File: src/rtl/mw_pkg.sv
package mw_pkg;

   typedef enum logic [1:0] {ST_IDLE, ST_SEND, ST_RECV} mw_state_e;

   typedef struct packed {
      logic       chk_rdy;
      logic [1:0] div_sel;
      logic       cs_hi;
      logic       tx_rise;
      logic       rx_rise;
   } mw_cfg_t;

   function automatic logic [3:0] prescale_ratio(input logic [1:0] s);
      case (s)
         2'd0:    return 4'd2;
         2'd1:    return 4'd4;
         2'd2:    return 4'd7;
         default: return 4'd10;
      endcase
   endfunction

   function automatic logic [2:0] half_ticks(input logic [1:0] d);
      case (d)
         2'd0:    return 3'd1;
         2'd1:    return 3'd2;
         default: return 3'd4;
      endcase
   endfunction

endpackage

File: src/rtl/mw_prescale.sv
module mw_prescale (
   input  logic       clk,
   input  logic       rst_n,
   input  logic       en,
   input  logic [1:0] ratio_sel,
   output logic       tick
);
   import mw_pkg::*;

   logic [3:0] cnt_q;
   logic [3:0] ratio;

   assign ratio = prescale_ratio(ratio_sel);
   assign tick  = en && (cnt_q >= ratio - 4'd1);

   always_ff @(posedge clk or negedge rst_n) begin
      if (!rst_n)      cnt_q <= '0;
      else if (!en)    cnt_q <= '0;
      else if (tick)   cnt_q <= '0;
      else             cnt_q <= cnt_q + 4'd1;
   end

   // internal ticks are never back to back (smallest ratio is 2)
   a_r6_tick_spacing: assert property (@(posedge clk) disable iff (!rst_n)
      tick |=> !tick);
   // a disabled prescaler produces no tick next cycle
   a_r7_gate_off: assert property (@(posedge clk) disable iff (!rst_n)
      !en |=> !tick);

endmodule

File: src/rtl/mw_shift_engine.sv
module mw_shift_engine #(
   parameter  int DATA_W = 16,
   localparam int CNT_W  = $clog2(DATA_W) + 1,
   localparam int EDGE_W = CNT_W + 1
) (
   input  logic              clk,
   input  logic              rst_n,
   input  logic              tick,
   input  logic              idle_pol,
   input  mw_pkg::mw_cfg_t   cfg,
   input  logic              start,
   input  logic [CNT_W-1:0]  send_bits,
   input  logic [CNT_W-1:0]  recv_bits,
   input  logic [DATA_W-1:0] tx_word,
   input  logic              sdi,
   output logic              sclk,
   output logic              sdo,
   output logic              busy,
   output logic              rx_done,
   output logic [DATA_W-1:0] rx_word
);
   import mw_pkg::*;

   mw_state_e         state_q;
   logic [DATA_W-1:0] txsh_q, rxsh_q;
   logic [EDGE_W-1:0] edge_q, edge_lim;
   logic [2:0]        half_q, hlim;
   logic [CNT_W-1:0]  sn_q, rn_q, n_bits;
   logic              sclk_q, done_q;
   logic              half_end, last_edge, rising;

   assign n_bits    = (state_q == ST_SEND) ? sn_q : rn_q;
   assign edge_lim  = {n_bits, 1'b0} - {{CNT_W{1'b0}}, 1'b1};
   assign last_edge = (edge_q == edge_lim);
   assign hlim      = half_ticks(cfg.div_sel);
   assign half_end  = (half_q == hlim - 3'd1);
   assign rising    = ~sclk_q;

   always_ff @(posedge clk or negedge rst_n) begin
      if (!rst_n) begin
         state_q <= ST_IDLE;
         txsh_q  <= '0;
         rxsh_q  <= '0;
         edge_q  <= '0;
         half_q  <= '0;
         sn_q    <= '0;
         rn_q    <= '0;
         sclk_q  <= 1'b0;
         done_q  <= 1'b0;
      end else begin
         done_q <= 1'b0;
         if (state_q == ST_IDLE) begin
            sclk_q <= idle_pol;
            if (start) begin
               txsh_q <= tx_word;
               rxsh_q <= '0;
               edge_q <= '0;
               half_q <= '0;
               sn_q   <= send_bits;
               rn_q   <= recv_bits;
               if (send_bits != '0)      state_q <= ST_SEND;
               else if (recv_bits != '0) state_q <= ST_RECV;
            end
         end else if (tick) begin
            if (!half_end) begin
               half_q <= half_q + 3'd1;
            end else begin
               half_q <= '0;
               sclk_q <= ~sclk_q;
               edge_q <= last_edge ? '0 : edge_q + 1'b1;
               if (state_q == ST_SEND) begin
                  if (rising == cfg.tx_rise && edge_q != '0)
                     txsh_q <= {txsh_q[DATA_W-2:0], 1'b0};
                  if (last_edge)
                     state_q <= (rn_q != '0) ? ST_RECV : ST_IDLE;
               end else begin
                  if (rising == cfg.rx_rise)
                     rxsh_q <= {rxsh_q[DATA_W-2:0], sdi};
                  if (last_edge) begin
                     state_q <= ST_IDLE;
                     done_q  <= 1'b1;
                  end
               end
            end
         end
      end
   end

   assign sclk    = sclk_q;
   assign sdo     = txsh_q[DATA_W-1];
   assign busy    = (state_q != ST_IDLE) || done_q;
   assign rx_done = done_q;
   assign rx_word = rxsh_q;

   // the serial clock moves only on an internal tick
   a_r7_edge_on_tick: assert property (@(posedge clk) disable iff (!rst_n)
      (state_q != ST_IDLE && !tick) |=> $stable(sclk_q));
   // at rest the serial clock follows the programmed rest level
   a_r8_rest_level: assert property (@(posedge clk) disable iff (!rst_n)
      (state_q == ST_IDLE) |=> (sclk_q == $past(idle_pol)));

endmodule

File: src/rtl/mw_cs_drive.sv
module mw_cs_drive #(
   parameter int NUM_CS = 4
) (
   input  logic              sel_on,
   input  logic [1:0]        sel_idx,
   input  logic [NUM_CS-1:0] hi_mask,
   output logic [NUM_CS-1:0] cs_out
);
   for (genvar i = 0; i < NUM_CS; i++) begin : g_cs
      logic act;
      assign act       = sel_on && (sel_idx == 2'(i));
      assign cs_out[i] = hi_mask[i] ? act : ~act;
   end
endmodule

File: src/rtl/serial_mw_master.sv
module serial_mw_master #(
   parameter  int DATA_W     = 16,
   parameter  int NUM_CS     = 4,
   parameter  int ADDR_SHIFT = 1,
   localparam int ADDR_W     = ADDR_SHIFT + 3
) (
   input  logic              clk,
   input  logic              rst_n,
   input  logic [ADDR_W-1:0] bus_addr,
   input  logic              bus_wr,
   input  logic              bus_rd,
   input  logic [15:0]       bus_wdata,
   output logic [15:0]       bus_rdata,
   input  logic              sdi,
   output logic              sclk,
   output logic              sdo,
   output logic [NUM_CS-1:0] cs_out
);
   import mw_pkg::*;

   localparam int CNT_W = $clog2(DATA_W) + 1;
   localparam int CFG_W = $bits(mw_cfg_t);

   initial begin
      assert (DATA_W == 16) else $error("command layout needs DATA_W of 16");
      assert (NUM_CS >= 1 && NUM_CS <= 4) else $error("NUM_CS must be 1 to 4");
      assert (ADDR_SHIFT >= 0 && ADDR_SHIFT <= 4) else $error("ADDR_SHIFT out of range");
   end

   logic [2:0]        idx;
   logic [DATA_W-1:0] tx_q, rx_q, rx_word;
   mw_cfg_t           cfg_all [4];
   logic              clk_en_q, pol_q, cs_cmd_q, ready_q;
   logic [1:0]        psel_q, sel_q;
   logic [CNT_W-1:0]  wcnt_q, rcnt_q, wcnt_in, rcnt_in;
   logic              tick, busy, rx_done, accept, go;
   logic [NUM_CS-1:0] hi_mask;

   function automatic logic [CNT_W-1:0] clamp_cnt(input logic [CNT_W-1:0] v);
      return (v > CNT_W'(DATA_W)) ? CNT_W'(DATA_W) : v;
   endfunction

   assign idx     = bus_addr[ADDR_W-1:ADDR_SHIFT];
   assign accept  = bus_wr && (idx == 3'd1) && !busy;
   assign go      = accept && bus_wdata[13];
   assign wcnt_in = clamp_cnt(bus_wdata[9:5]);
   assign rcnt_in = clamp_cnt(bus_wdata[4:0]);

   // per-device settings, two per register
   for (genvar i = 0; i < 4; i++) begin : g_cfg
      if (i < NUM_CS) begin : g_on
         always_ff @(posedge clk or negedge rst_n) begin
            if (!rst_n)
               cfg_all[i] <= '0;
            else if (bus_wr && idx == 3'(2 + i / 2))
               cfg_all[i] <= mw_cfg_t'(bus_wdata[CFG_W*(i%2) +: CFG_W]);
         end
         assign hi_mask[i] = cfg_all[i].cs_hi;
      end else begin : g_off
         assign cfg_all[i] = '0;
      end
   end

   always_ff @(posedge clk or negedge rst_n) begin
      if (!rst_n) begin
         tx_q     <= '0;
         rx_q     <= '0;
         clk_en_q <= 1'b0;
         psel_q   <= '0;
         pol_q    <= 1'b0;
         cs_cmd_q <= 1'b0;
         sel_q    <= '0;
         wcnt_q   <= '0;
         rcnt_q   <= '0;
         ready_q  <= 1'b0;
      end else begin
         if (bus_wr && idx == 3'd0) tx_q <= bus_wdata;
         if (bus_wr && idx == 3'd4) {psel_q, clk_en_q} <= bus_wdata[2:0];
         if (bus_wr && idx == 3'd5) pol_q <= bus_wdata[0];
         if (accept) begin
            cs_cmd_q <= bus_wdata[12];
            sel_q    <= bus_wdata[11:10];
            wcnt_q   <= wcnt_in;
            rcnt_q   <= rcnt_in;
         end
         if (rx_done) begin
            rx_q    <= rx_word;
            ready_q <= 1'b1;
         end else if (go || (bus_rd && idx == 3'd0)) begin
            ready_q <= 1'b0;
         end
      end
   end

   always_comb begin
      case (idx)
         3'd0:    bus_rdata = rx_q;
         3'd1:    bus_rdata = {ready_q, busy, 1'b0, cs_cmd_q, sel_q, wcnt_q, rcnt_q};
         3'd2:    bus_rdata = {4'b0, cfg_all[1], cfg_all[0]};
         3'd3:    bus_rdata = {4'b0, cfg_all[3], cfg_all[2]};
         3'd4:    bus_rdata = {13'b0, psel_q, clk_en_q};
         3'd5:    bus_rdata = {15'b0, pol_q};
         default: bus_rdata = '0;
      endcase
   end

   mw_prescale u_pre (
      .clk       (clk),
      .rst_n     (rst_n),
      .en        (clk_en_q),
      .ratio_sel (psel_q),
      .tick      (tick)
   );

   mw_shift_engine #(.DATA_W(DATA_W)) u_eng (
      .clk       (clk),
      .rst_n     (rst_n),
      .tick      (tick),
      .idle_pol  (pol_q),
      .cfg       (cfg_all[sel_q]),
      .start     (go),
      .send_bits (wcnt_in),
      .recv_bits (rcnt_in),
      .tx_word   (tx_q),
      .sdi       (sdi),
      .sclk      (sclk),
      .sdo       (sdo),
      .busy      (busy),
      .rx_done   (rx_done),
      .rx_word   (rx_word)
   );

   mw_cs_drive #(.NUM_CS(NUM_CS)) u_cs (
      .sel_on  (cs_cmd_q),
      .sel_idx (sel_q),
      .hi_mask (hi_mask),
      .cs_out  (cs_out)
   );

   // select lines move only in response to a register write
   a_r9_cs_hold: assert property (@(posedge clk) disable iff (!rst_n)
      !bus_wr |=> $stable(cs_out));
   // data ready appears exactly as busy drops
   a_r11_ready_at_end: assert property (@(posedge clk) disable iff (!rst_n)
      $rose(ready_q) |-> $fell(busy));
   // a command written while busy leaves the device index alone
   a_r12_busy_ignore: assert property (@(posedge clk) disable iff (!rst_n)
      (bus_wr && idx == 3'd1 && busy) |=> $stable(sel_q));

endmodule

File: config.mk
export PLATFORM = sky130hd
export DESIGN_NAME = serial_mw_master
export DESIGN_NICKNAME = d
export VERILOG_FILES = /design/src/rtl/mw_pkg.sv /design/src/rtl/mw_prescale.sv /design/src/rtl/mw_shift_engine.sv /design/src/rtl/mw_cs_drive.sv /design/src/rtl/serial_mw_master.sv
export SDC_FILE = /design/constraint.sdc
export NUM_CORES = 1
export LEC_CHECK = 0
export ABC_AREA = 1
export BUFFER_PORTS_ARGS = -buffer_cell sky130_fd_sc_hd__buf_2
export CORE_ASPECT_RATIO = 1.1
export CORE_UTILIZATION = 45
export CTS_BUF_LIST = sky130_fd_sc_hd__clkbuf_8
export DETAILED_ROUTE_END_ITERATION = 16
export SETUP_SLACK_MARGIN = 0.15
export SYNTH_ARGS = -nofsm -noshare
export SYNTH_HDL_FRONTEND = slang
export SYNTH_SLANG_ARGS = --single-unit
File: constraint.sdc
create_clock -name clk -period 2.5 [get_ports clk]
set_input_delay 0.75 -clock clk [delete_from_list [all_inputs] [get_ports clk]]
set_output_delay 0.75 -clock clk [all_outputs]
set_load 0.01 [all_outputs]
==> impl_metrics.ini <==
[run_status]
status = finished with violations
violations = setup timing

[setup_path]
worstSetupEndpointType = output pin
r2r_slack_ns = -0.01
rr_worst_depth = 17
critPathRequiredTime_ns = 1.75
startpoint_type = flop
r2r-start = sel_q[1]
critPathMaxFanout = 8
crit_type = reg -> out
r2r-end = u_eng.txsh_q[3]
cp.arrival_ns = 1.79

[cts]
cts.sinks = 133
clk_latency_ns = 0.46
h-tree-depth = 4
cts_tree = done
cts_root_buf = clkbuf_8
clock_path_buffers = 2
numCtsBuffers = 17
clkTransAtPathRegs_ns = 0.08

[finish]
drive_above_1_share_pct = 27.1
syn2layout_area_growth_pct = 26.5
fin_cells = 1099
fin_nets = 932
seq_area_sq_um = 3330
antenna-diode-count = 0
n_fill_cell = 1302
multi_input_area_sq_um = 3190

[min_path]
hold_path.class = in -> async

[synthesis]
synth_sequential_area_ratio_pct = 49.5
synth_top_cell_by_area = dfrtp_1
synth-edff-count = 0
synth_top_area_share_pct = 49.5
ys_seq_elements = 133
yosysMostFrequentCell = nand2_1
avgSynthCellArea_sq_um = 8.42
synthTopCellsByCount = nand2_1 (258), dfrtp_1 (133), inv_1 (85), o21ai_0 (80), nand3_1 (40)
yosys_warnings = 0
synthFlopType = dfrtp_1
synthTopCellsByArea = dfrtp_1 (50%), nand2_1 (14%), o21ai_0 (6.0%)
synthCells = 798
syn_nets = 836
syn_area_sq_um = 6720
synthDistinctLibCells = 40
synthArstFlopShare_pct = 100

[global_route]
grt-ovfl-total = 0
grt_pass1_wl_mm = 29.3
gr-usage-met3_pct = 6.42
busiest_layer = met2
grt_max_degree = 48
grtUsageTotal_pct = 25.0
grt_pass1_vias = 5675
use_met1_pct = 31.9
gr-usage-met2_pct = 40.6
antenna_found_initial = 0

[sta]
fin_crit_sh_pct = 102
hold_violations = 0
finalWorstSetupSlack_ns = -0.0423
drv_slew = 0
setup_violations = 11
rsz0062_at_grt = true
relSlewSlack_pct = 71.1
clock.fmax_mhz = 393
min_period_ns = 2.54
tightest_slew_ns = 0.433
finClkSkew_ns = 0.0127

[drt]
num_vias = 5784
wl_per_cell_um = 16.3
vias_per_cell = 5.26
drt-total-wl_mm = 17.9
antenna_left = 0
firstDrtPassIters = 5
drc = 0
drtIter0Drc = 458

[power_and_ir_drop]
power_frac_clock_pct = 23.1
power.share.combinational_pct = 41.4
pwr-share-seq_pct = 35.4
internal_power_uw = 5270
p_per_area_nw_per_um2 = 1020
leakage_uw = 0.00411
switching_share_pct = 39.1
peakVddDrop_mv = 0.378
p_switching_uw = 3390
total_power_uw = 8660

[die]
start_util_pct = 46.3
die_h_um = 130
die_w_um = 119
design.core.area_sq_um = 14500
die-area_sq_um = 15400
ios = 47
rows = 46

[run]
maxCapViolCount = 0

[placed_design]
place_congestion = 0.842
dp.cells = 1048
port-buffer-count = 45
dp_hpwl_mm = 12.5
## timing repair
item / CTS / global route
setup endpoints to repair: 64 / 64
hold buffers: 0 / 0
setup buffers: 9 / 8
gates resized for setup: 89 / 27
pin swaps: 33 / 15
gates cloned: 2 / 0
## area by class of cell
type                       instances  share of cell area [%]
sequential                       133                    39.2
multi-input combinational        545                    37.5
timing repair buffer             106                    10.9
inverter                          91                    4.43
clock buffer                      20                    3.24
tap                              192                    2.82
clock inverter                    12                    1.90
## state kept, by name, indices dropped and copies added (netlist names)
| name | count |
|---|---|
| cfg_all | 24 |
| clk_en_q | 1 |
| cs_cmd_q | 1 |
| pol_q | 1 |
| psel_q | 2 |
| rcnt_q | 5 |
| ready_q | 1 |
| rx_q | 16 |
| sel_q | 2 |
| tx_q | 16 |
| u_eng.edge_q | 6 |
| u_eng.half_q | 3 |
| u_eng.rn_q | 5 |
| u_eng.rx_done | 1 |
| u_eng.rx_word | 16 |
| u_eng.sclk | 1 |
| u_eng.sn_q | 5 |
| u_eng.state_q | 2 |
| u_eng.txsh_q | 16 |
| u_pre.cnt_q | 4 |
| wcnt_q | 5 |
## metal layers
| metal | vias to the layer above | routed length, um |
|---|---|---|
| met5 | - | 74 |
| met2 | 164 | 8400 |
| met3 | 34 | 1070 |
| met1 | 2799 | 7940 |
| met4 | 2 | 463 |
| li1 | 2785 | - |
## layout by cell type (no fill, tap or decap), types with 4 or more instances in the layout
cell | synthesis | layout
o221ai_2 | 0 | 9
mux2_2 | 4 | 4
nor3_1 | 5 | 5
nor2_4 | 4 | 8
o22ai_1 | 15 | 13
ha_1 | 13 | 11
nor2_2 | 3 | 4
a22oi_2 | 0 | 10
a21oi_1 | 10 | 9
dfrtp_1 | 133 | 129
bufinv_16 | 0 | 4
dfrtp_2 | 0 | 4
nor2_1 | 18 | 13
buf_4 | 0 | 36
buf_2 | 1 | 41
o21ai_2 | 9 | 12
nand3_4 | 2 | 4
inv_2 | 2 | 5
inv_1 | 85 | 83
nand4_1 | 7 | 7
nand3_1 | 40 | 35
xor2_1 | 8 | 8
buf_12 | 0 | 10
o21ai_0 | 80 | 72
nand2_2 | 8 | 18
o21ai_1 | 14 | 17
nand3_2 | 3 | 6
nand2_1 | 258 | 246
buf_6 | 8 | 15
clkbuf_8 | 0 | 20
xnor2_1 | 4 | 4
nand2_4 | 7 | 9
## worst max-delay path by stage
stage / to / slack (ns) / cells past startpoint / start
3_3_place_gp: bus_rdata[4] / -0.11 / 9 / bus_addr[2]
2_1_floorplan: u_eng.txsh_q[15] / 0.15 / 18 / sel_q[1]
5_1_grt: u_eng.txsh_q[5] / -0.18 / 17 / sel_q[1]
4_1_cts: u_eng.txsh_q[1] / -0.007 / 17 / sel_q[1]
3_5_place_dp: bus_rdata[9] / -0.13 / 9 / bus_addr[2]
6_report: cs_out[2] / -0.04 / 7 / sel_q[1]
## logic make-up after synthesis
| logic type | count (synthesis) | synth area share, % |
|---|---|---|
| compound gates | 155 | 13.7 |
| fa+ha+maj | 13 | 2.42 |
| simple gates | 361 | 24.4 |
| flops | 133 | 49.5 |
| xor+xnor | 12 | 1.56 |
| mux | 4 | 0.670 |
| buf+inv | 120 | 7.73 |
## worst max-delay path, cell delays in order, from the launching register on
cell and delay (ns):
dfrtp_2 0.52, inv_4 0.08, buf_6 0.12, buf_6 0.12, nor2_4 0.11, nand2_2 0.07
xor2_1 0.16, buf_2 0.15
## per-stage QoR
step | utilization [%] | cell area, sq um | TNS (ns) | setup WS (ns) | hold slack, ns
detailed placement | 51.4 | 7460 | -3.21 | -0.127 | 0.462
CTS | 57.5 | 8340 | -0.0261 | -0.00680 | 0.198
finish | 58.6 | 8500 | -0.174 | -0.0423 | 0.195
global placement | 51.4 | 7460 | -1.83 | -0.108 | 0.453
floorplan | - | 6730 | 0 | 0.153 | 0.442
global route | 58.6 | 8500 | -5.34 | -0.185 | 0.206
## power groups by stage
stage                     Combinational [uW]  Sequential, uW  Clock [uW]
after floorplan                         2260            2930           0
after global placement                  3030            3040           0
after detailed placement                3110            3060           0
final                                   3590            3070        2000
after global routing                    4020            3130        2120
after CTS                               3440            3050        2030
No activity file was read; power rests on OpenSTA's default activity.
